**src/rtl/lcell_pkg.sv**
```systemverilog
package lcell_pkg;
  localparam int CTRL_BITS = 4;
  // Control bit offsets above the truth table
  localparam int CTRL_SRV  = 0;
  localparam int CTRL_OREG = 1;
  localparam int CTRL_CSEL = 2;
  localparam int CTRL_RAM  = 3;

  function automatic int cfg_width(input int lut_k);
    return (1 << lut_k) + CTRL_BITS;
  endfunction
endpackage

```
**src/rtl/lcell_ctx_store.sv**
```systemverilog
module lcell_ctx_store #(
  parameter int CFG_BITS = 20,
  parameter int IDX_W    = 5
) (
  input  logic             clk,
  input  logic             rst,
  input  logic             scan_en,
  input  logic             scan_in,
  input  logic             hold,
  input  logic [IDX_W-1:0] bit_idx,
  output logic             scan_out,
  output logic             sel_bit
);
  logic [CFG_BITS-1:0] store_q;

  always_ff @(posedge clk) begin
    if (rst) begin
      store_q <= '0;
    end else if (scan_en && !hold) begin
      store_q <= {store_q[CFG_BITS-2:0], scan_in};
    end
  end

  assign scan_out = store_q[CFG_BITS-1];
  assign sel_bit  = store_q[bit_idx];
endmodule

```
**src/rtl/lcell_seq.sv**
```systemverilog
module lcell_seq #(
  parameter int CFG_BITS = 20,
  parameter int IDX_W    = 5
) (
  input  logic             clk,
  input  logic             rst,
  input  logic             req,
  output logic             busy,
  output logic             last,
  output logic             done,
  output logic [IDX_W-1:0] bit_idx
);
  localparam logic [IDX_W-1:0] LAST_CNT = IDX_W'(CFG_BITS - 1);

  logic [IDX_W-1:0] cnt_q;
  logic             busy_q;
  logic             done_q;

  always_ff @(posedge clk) begin
    if (rst) begin
      cnt_q  <= '0;
      busy_q <= 1'b0;
      done_q <= 1'b0;
    end else begin
      done_q <= 1'b0;
      if (!busy_q) begin
        if (req) begin
          busy_q <= 1'b1;
          cnt_q  <= '0;
        end
      end else if (cnt_q == LAST_CNT) begin
        busy_q <= 1'b0;
        done_q <= 1'b1;
      end else begin
        cnt_q <= cnt_q + 1'b1;
      end
    end
  end

  assign busy    = busy_q;
  assign done    = done_q;
  assign last    = busy_q && (cnt_q == LAST_CNT);
  // Highest stored bit leaves first so it lands at the top of the chain
  assign bit_idx = LAST_CNT - cnt_q;
endmodule

```
**src/rtl/lcell_core.sv**
```systemverilog
module lcell_core
  import lcell_pkg::*;
#(
  parameter int LUT_K = 4
) (
  input  logic             clk,
  input  logic             rst,
  input  logic             shift_en,
  input  logic             load,
  input  logic             ser_bit,
  input  logic [LUT_K-1:0] cell_in,
  input  logic             carry_in,
  input  logic             cell_ce,
  input  logic             cell_sr,
  input  logic             ram_we,
  input  logic             ram_din,
  output logic             cell_out,
  output logic             carry_out
);
  localparam int LUT_BITS = 1 << LUT_K;
  localparam int CFG_BITS = LUT_BITS + CTRL_BITS;

  logic [CFG_BITS-1:0] chain_q;
  logic [CFG_BITS-1:0] cfg_q;
  logic [CFG_BITS-1:0] chain_nxt;
  logic [LUT_K-1:0]    lut_addr;
  logic                lut_out;
  logic                q_reg;
  logic                c_srv, c_oreg, c_csel, c_ram;

  assign c_srv  = cfg_q[LUT_BITS + CTRL_SRV];
  assign c_oreg = cfg_q[LUT_BITS + CTRL_OREG];
  assign c_csel = cfg_q[LUT_BITS + CTRL_CSEL];
  assign c_ram  = cfg_q[LUT_BITS + CTRL_RAM];

  assign chain_nxt = {chain_q[CFG_BITS-2:0], ser_bit};

  // Serial configuration path; active set swaps only on the final bit
  always_ff @(posedge clk) begin
    if (rst) begin
      chain_q <= '0;
    end else if (shift_en) begin
      chain_q <= chain_nxt;
    end
  end

  always_ff @(posedge clk) begin
    if (rst) begin
      cfg_q <= '0;
    end else if (load) begin
      cfg_q <= chain_nxt;
    end else if (c_ram && ram_we) begin
      cfg_q[lut_addr] <= ram_din;
    end
  end

  assign lut_addr  = {(c_csel ? carry_in : cell_in[LUT_K-1]), cell_in[LUT_K-2:0]};
  assign lut_out   = cfg_q[lut_addr];
  assign carry_out = (cell_in[0] & cell_in[1]) | (carry_in & (cell_in[0] ^ cell_in[1]));

  always_ff @(posedge clk) begin
    if (rst) begin
      q_reg <= 1'b0;
    end else if (cell_sr) begin
      q_reg <= c_srv;
    end else if (cell_ce) begin
      q_reg <= lut_out;
    end
  end

  assign cell_out = c_oreg ? q_reg : lut_out;
endmodule

```
**src/rtl/lcell_ctx_top.sv**
```systemverilog
module lcell_ctx_top
  import lcell_pkg::*;
#(
  parameter int LUT_K = 4
) (
  input  logic             clk,
  input  logic             rst,
  input  logic             scan_en,
  input  logic             scan_in,
  output logic             scan_out,
  input  logic             reconf_req,
  output logic             reconf_busy,
  output logic             reconf_done,
  input  logic [LUT_K-1:0] cell_in,
  input  logic             carry_in,
  output logic             carry_out,
  input  logic             cell_ce,
  input  logic             cell_sr,
  input  logic             ram_we,
  input  logic             ram_din,
  output logic             cell_out
);
  localparam int CFG_BITS = cfg_width(LUT_K);
  localparam int IDX_W    = $clog2(CFG_BITS);

  logic             busy, last, done, sel_bit;
  logic [IDX_W-1:0] bit_idx;

  lcell_seq #(.CFG_BITS(CFG_BITS), .IDX_W(IDX_W)) u_seq (
    .clk(clk), .rst(rst), .req(reconf_req),
    .busy(busy), .last(last), .done(done), .bit_idx(bit_idx)
  );

  lcell_ctx_store #(.CFG_BITS(CFG_BITS), .IDX_W(IDX_W)) u_store (
    .clk(clk), .rst(rst), .scan_en(scan_en), .scan_in(scan_in),
    .hold(busy), .bit_idx(bit_idx), .scan_out(scan_out), .sel_bit(sel_bit)
  );

  lcell_core #(.LUT_K(LUT_K)) u_core (
    .clk(clk), .rst(rst), .shift_en(busy), .load(last), .ser_bit(sel_bit),
    .cell_in(cell_in), .carry_in(carry_in), .cell_ce(cell_ce), .cell_sr(cell_sr),
    .ram_we(ram_we), .ram_din(ram_din), .cell_out(cell_out), .carry_out(carry_out)
  );

  assign reconf_busy = busy;
  assign reconf_done = done;
endmodule

```
**config.mk**
```make
export PLATFORM = sky130hd
export DESIGN_NAME = lcell_ctx_top
export DESIGN_NICKNAME = d
export VERILOG_FILES = /design/src/rtl/lcell_pkg.sv /design/src/rtl/lcell_ctx_store.sv /design/src/rtl/lcell_seq.sv /design/src/rtl/lcell_core.sv /design/src/rtl/lcell_ctx_top.sv
export SDC_FILE = /design/constraint.sdc
export NUM_CORES = 1
export LEC_CHECK = 0
export ABC_AREA = 1
export ABC_CLOCK_PERIOD_IN_PS = 4400
export BUFFER_PORTS_ARGS = -buffer_cell sky130_fd_sc_hd__clkbuf_2
export CAP_MARGIN = 30
export CORE_AREA = 3 3 76 78
export DETAILED_ROUTE_END_ITERATION = 8
export DIE_AREA = 0 0 79 81
export GPL_ROUTABILITY_DRIVEN = 0
export HOLD_SLACK_MARGIN = 0.02
export PLACE_DENSITY = 0.81
export SETUP_SLACK_MARGIN = 0.1
export SKIP_CTS_REPAIR_TIMING = 1
export SLEW_MARGIN = 10
export SYNTH_ARGS = -nofsm -noshare
export SYNTH_HDL_FRONTEND = slang
export SYNTH_SLANG_ARGS = --single-unit
```
**constraint.sdc**
```tcl
create_clock -name clk -period 4.4 [get_ports clk]
set_input_delay 0.44 -clock clk [delete_from_list [all_inputs] [get_ports clk]]
set_output_delay 0.44 -clock clk [all_outputs]
set_load 0.01 [all_outputs]
```
After elaboration in Yosys (flattened, before gate mapping)
Cells that the tools add are included.
{ "op_classes": {"n_addsub": 2, "eq_ne": 2, "bitwise_logic": 5, "magnitude_cmp": 3, "reduce_logical": 10, "n_mux": 20} }
{ "ops": {"columns": ["cell", "count"], "rows": [
  ["$mux W20", 2],
  ["$bwmux W20", 1],
  ["$mux W5", 3],
  ["$mux W1", 11],
  ["$lt A4 B6 Y1 const B", 1],
  ["$lt A5 B6 Y1 const B", 1],
  ["$reduce_bool A2 Y1", 3],
  ["$add A5 B1 Y5 const B", 1],
  ["$bmux W1 S5", 1],
  ["$eq A5 B5 Y1 const B", 1],
  ["$sub A5 B5 Y5 const A", 1],
  ["$bmux W1 S4", 1],
  ["$demux W1 S4", 1],
  ["$ge A4 B1 Y1 const B", 1],
  ["$logic_and A1 B1 Y1", 4],
  ["$and A1 B1 Y1", 2],
  ["$ne A2 B2 Y1 const B", 1],
  ["$reduce_and A2 Y1", 1],
  ["$reduce_or A2 Y1", 1],
  ["$logic_not A1 Y1", 1],
  ["$not A1 Y1", 1],
  ["$or A1 B1 Y1", 1],
  ["$xor A1 B1 Y1", 1]
]} }
{ "word_totals": {"wordCells": 49, "inputBits": 14, "regBits": 67, "out_inout_bits": 5} }

Depth between registers and ports, before layout
{ "depth": {"ltp_word": 8, "ltp_mapped": 11, "mapped_depth_nobuf": 11} }

Cells and area by module
A second synthesis with hierarchy kept.
{ "hier_totals": {"hier_cells": 529, "area_unflattened_um2": 3527.1} }
{ "modules_own_cells": {"columns": ["mod", "cells_per_inst", "area_each_um2", "instances", "seq_area_each_um2"], "rows": [
  ["lcell_core", 328, 2105.8, 1, 800.8],
  ["lcell_ctx_store", 138, 974.7, 1, 400.4],
  ["lcell_seq", 63, 446.7, 1, 140.1]
]} }

Worst setup path before layout
OpenSTA, ideal clock, no wires.
{ "synth_path": {"path_kind": "input-to-output", "startpoint": "input port cell_in[0]", "endpoint": "output port cell_out", "required_time_ns": 3.960, "path_stages": 9, "slack_ns": 2.620, "arrival_ns": 1.340, "n_path_buf": 1, "cell_sequence": "clkbuf_1 nor2_1 nor2_1 o21ai_0 o21ai_0 nand2_1 nand4_1 nor2_1 a21oi_1"} }
{ "synth_via": {"elab_chain_cells": 3} }
{ "synth_rtl": {"columns": ["item", "line_no", "source"], "rows": [
  ["start: declaration", "lcell_ctx_top.sv:14", "input logic [LUT_K-1:0] cell_in,"],
  ["$bmux W1 S4", "lcell_core.sv:58", "assign lut_out = cfg_q[lut_addr];"],
  ["$mux W1 (not written as such)", "lcell_core.sv:58", null],
  ["$mux W1", "lcell_core.sv:71", "assign cell_out = c_oreg ? q_reg : lut_out;"],
  ["end: declaration", "lcell_ctx_top.sv:21", "output logic cell_out"]
]} }
No other way between the ends. The select of a mux whose other input is x is not followed.

Worst setup path after layout
{ "layout_path": {"startpoint": "register u_seq.busy_q, in the netlist u_seq.busy", "endpoint": "register u_store.store_q[9]"} }
{ "layout_via": {"elab_chain_cells": 2} }
{ "layout_rtl": {"columns": ["item", "line_no", "source"], "rows": [
  ["start: declaration", "lcell_seq.sv:16", "logic busy_q;"],
  ["start signal: assignment", "lcell_seq.sv:22", "busy_q <= 1'b0;"],
  ["start signal: assignment", "lcell_seq.sv:28", "busy_q <= 1'b1;"],
  ["start signal: assignment", "lcell_seq.sv:32", "busy_q <= 1'b0;"],
  ["$logic_not A1 Y1", "lcell_ctx_store.sv:19", "end else if (scan_en && !hold) begin"],
  ["$logic_and A1 B1 Y1", "lcell_ctx_store.sv:19", null],
  ["end signal: assignment", "lcell_ctx_store.sv:20", "store_q <= {store_q[CFG_BITS-2:0], scan_in};"],
  ["end: declaration", "lcell_ctx_store.sv:14", "logic [CFG_BITS-1:0] store_q;"]
]} }
No other way between the ends.
A chain may end at the register's enable or synchronous reset.

==> PnR_summary.wiki <==
{| class="wikitable"
! Metric !! Value
|-
| Worst stage delay on the critical path || 740 ps
|-
| Required time of the critical path || 4630 ps
|-
| Overflow left after global routing || 0
|-
| Gate count after technology mapping || 439
|-
| Area share of the largest cell type after synthesis || 0.436
|-
| Largest net degree at the start of global routing || 38
|-
| Number of synthesized flops with an enable pin || 0
|-
| Sinks on Clock Net || 67
|-
| Highest-count cells in the layout ignoring fill and taps || nor2_1, o21ai_0, dfxtp_1
|-
| Final Hold Viols || 0
|-
| Cell Pwr Density || 372 mW/mm2
|-
| Total clock buffers created by CTS || 9
|-
| Critical path capture point type || flip-flop
|-
| Count of different cell masters after synthesis || 26
|-
| Max_cap viols || 0
|-
| Largest area contributor in the netlist || dfxtp_1
|-
| Crit Reg-Reg Startpoint || u_seq.busy
|-
| Sequential Power Share || 0.524
|-
| Average cell area after synthesis || 7.01 um2
|-
| DIE AREA || 0.00640 mm2
|-
| Worst hold stages || 3
|-
| Number of antenna violations at the first check in global routing || 0
|-
| Most common flop cell mapped by yosys || dfxtp_1
|-
| Via count of the first global-routing pass || 2456
|-
| Worst EP arrival || 2910 ps
|-
| Hold worst-path end || u_core.q_reg
|-
| Combinational share of power || 0.095
|-
| Transition at the pin with the smallest max-transition slack || 799 ps
|-
| Most common cell after layout, fill and taps aside || nor2_1
|-
| Violation count after the first detailed-routing iteration || 325
|-
| Wire per inst || 13.0 um
|-
| Non-filler cells, final || 523
|-
| Count of final max-slew check failures || 0
|-
| Cell with the largest stage delay on the worst path || dfxtp_1
|-
| Ratio of routed vias to standard cells || 5.47
|-
| Sw Pwr || 0.000325 W
|-
| Main area contributors after synthesis || dfxtp_1, o21ai_0, nor2_1
|-
| Total instance count after detailed placement || 508
|-
| Cell area after technology mapping || 0.00308 mm2
|-
| Net count reported at finish || 470
|-
| Root buffer cell || clkbuf_8
|-
| Final setup TNS || 0 ps
|-
| Post-detail-place hpwl || 4590 um
|-
| I/O pin cnt || 19
|-
| Number of warnings printed during yosys synthesis || 0
|-
| Crit-path cells || inv_2 -> nand2_1 -> clkinv_1 -> o21ai_0 -> a21oi_1
|-
| Reg-to-reg endpoint || u_store.store_q[9]
|-
| Leak || 1.46 nW
|-
| Number of buffers inserted by port buffering || 18
|-
| Number of diodes added for antenna fixing || 0
|-
| Global Route Usage Sum || 0.235
|-
| Result of the run || completed
|-
| FP Rows || 26
|-
| Initial core utilization || 0.599
|-
| DRC violation count after routing || 0
|-
| Minimum clock period || 2680 ps
|-
| Met1 track demand over resource || 0.341
|-
| Antenna violation net count after detailed routing || 0
|-
| Reg2Reg Depth || 5
|-
| Portion of total power attributed to the clock network || 0.381
|-
| Worst Path Class, Setup || flip-flop to flip-flop
|-
| Maximum clock insertion buffer count || 2
|-
| Proportion of layout cells with a drive suffix above 1 || 0.0795
|-
| Largest regs || u_core.cfg_q: 20 flops, u_store.store_q: 20 flops, u_core.chain_q: 19 flops
|-
| RSZ-0062 raised after global routing || no
|-
| Die outline width || 79 um
|-
| Internal portion of total power || 0.000933 W
|-
| Total of flip-flops plus latches after synthesis || 67
|-
| Register-to-register setup slack || 1720 ps
|-
| Share of flip-flops with an asynchronous set or reset after synthesis || 0
|-
| CTS tree || yes
|-
| Worst hold path class || input pin to flip-flop
|-
| Origin of the worst min-delay path || cell_ce
|-
| Clock Skews || 5.66 ps
|-
| DR vias || 2862
|-
| Net Count, Synth || 460
|-
| Total routed wirelength || 6790 um
|-
| Met2 Resource Use GR || 0.329
|-
| F_max || 373 MHz
|-
| Crit Path Max Fanout || 31
|-
| Global route hottest layer || met1
|-
| Sw Share || 0.258
|-
| Clock latency on the worst-skew pair || 340 ps
|-
| Register clock-pin slew on the reported worst setup and hold paths || 70 ps
|-
| Type of origin of the critical path || flip-flop
|-
| Number of detailed-route iterations in the first pass || 5
|-
| Setup Viol. Count Final || 0
|-
| Max H-tree Level || 3
|-
| Area growth from synthesis to layout || 9.80%
|-
| Y dimension of the die || 81 um
|-
| Met3 track demand over resource || 0.0588
|-
| Period utilization || 0.610
|-
| Remaining max-slew budget at the tightest pin || 0.466
|-
| Sequential element share of the synthesized area || 0.436
|-
| Floorplan Core Area || 0.00514 mm2
|-
| Maximum resistive drop on vdd || 0.000183 V
|-
| Wire length of the first global-routing pass || 11700 um
|}
[layer usage]
metal,routed length (um),share of wire
met2,2770,0.41
met5,0,0
met4,139,0.020
met3,487,0.072
met1,3390,0.50
[through the flow]
step           hold slack (ps)  utilization  total power (W)  setup slack [ps]  area [um2]
3_5_place_dp               459        0.623         0.000790              1770        3200
4_1_cts                    337        0.657          0.00126              1740        3380
6_report                   340        0.657          0.00126              1720        3380
2_1_floorplan              437            -         0.000753              2620        3080
3_3_place_gp               451        0.618         0.000782              1860        3180
5_1_grt                    358        0.657          0.00131              1430        3380
[worst max path at each step]
stage,depth (start not counted),to,from
5_1_grt,5,u_store.store_q[9],u_seq.busy
3_3_place_gp,5,u_store.store_q[15],u_seq.busy
2_1_floorplan,9,cell_out,cell_in[0]
4_1_cts,5,u_store.store_q[9],u_seq.busy
3_5_place_dp,5,u_store.store_q[9],u_seq.busy
6_report,5,u_store.store_q[9],u_seq.busy
[worst max-delay path, delay by kind of cell (launching register included)]
family	cells	cell delay, ps
AOI/OAI and AO/OA	2	330
buffers and inverters	2	800
DFF	1	740
and+or+nand+nor	1	680
[cell type report]
type	count	area (um2)
inverter	42	158
multi-input combinational	309	1490
timing repair buffer	20	125
clock buffer	12	135
fill	480	1760
clock inverter	3	40.0
tap	70	87.6
sequential	67	1340
[cells in the mapped netlist, types with 2 or more instances]
master and number:
nand2_1 65, o21ai_0 68, nor3_1 8, clkbuf_1 16
xor2_1 2, nand4_1 2, dfxtp_1 67, a31oi_1 8
a21oi_1 34, o21ai_1 3, ha_1 7, buf_2 3
nor2_1 82, clkinv_1 2, inv_2 3, inv_1 37
a211oi_1 14, nand3_1 10
[kinds of logic after synthesis]
family	synth area share
xor gates and xnor gates	0.00569
and+or+nand+nor	0.220
DFF	0.436
adders and majority gates	0.0285
buffers and inverters	0.0793
AOI/OAI and AO/OA	0.230
[power groups by stage]
stage,Sequential [W],Combinational (W),Clock (W)
2_1_floorplan,0.000662,0.0000913,0
3_3_place_gp,0.000671,0.000111,0
3_5_place_dp,0.000672,0.000118,0
4_1_cts,0.000659,0.000119,0.000482
5_1_grt,0.000663,0.000138,0.000511
6_report,0.000659,0.000120,0.000479
(Power assumes the default switching activity.)
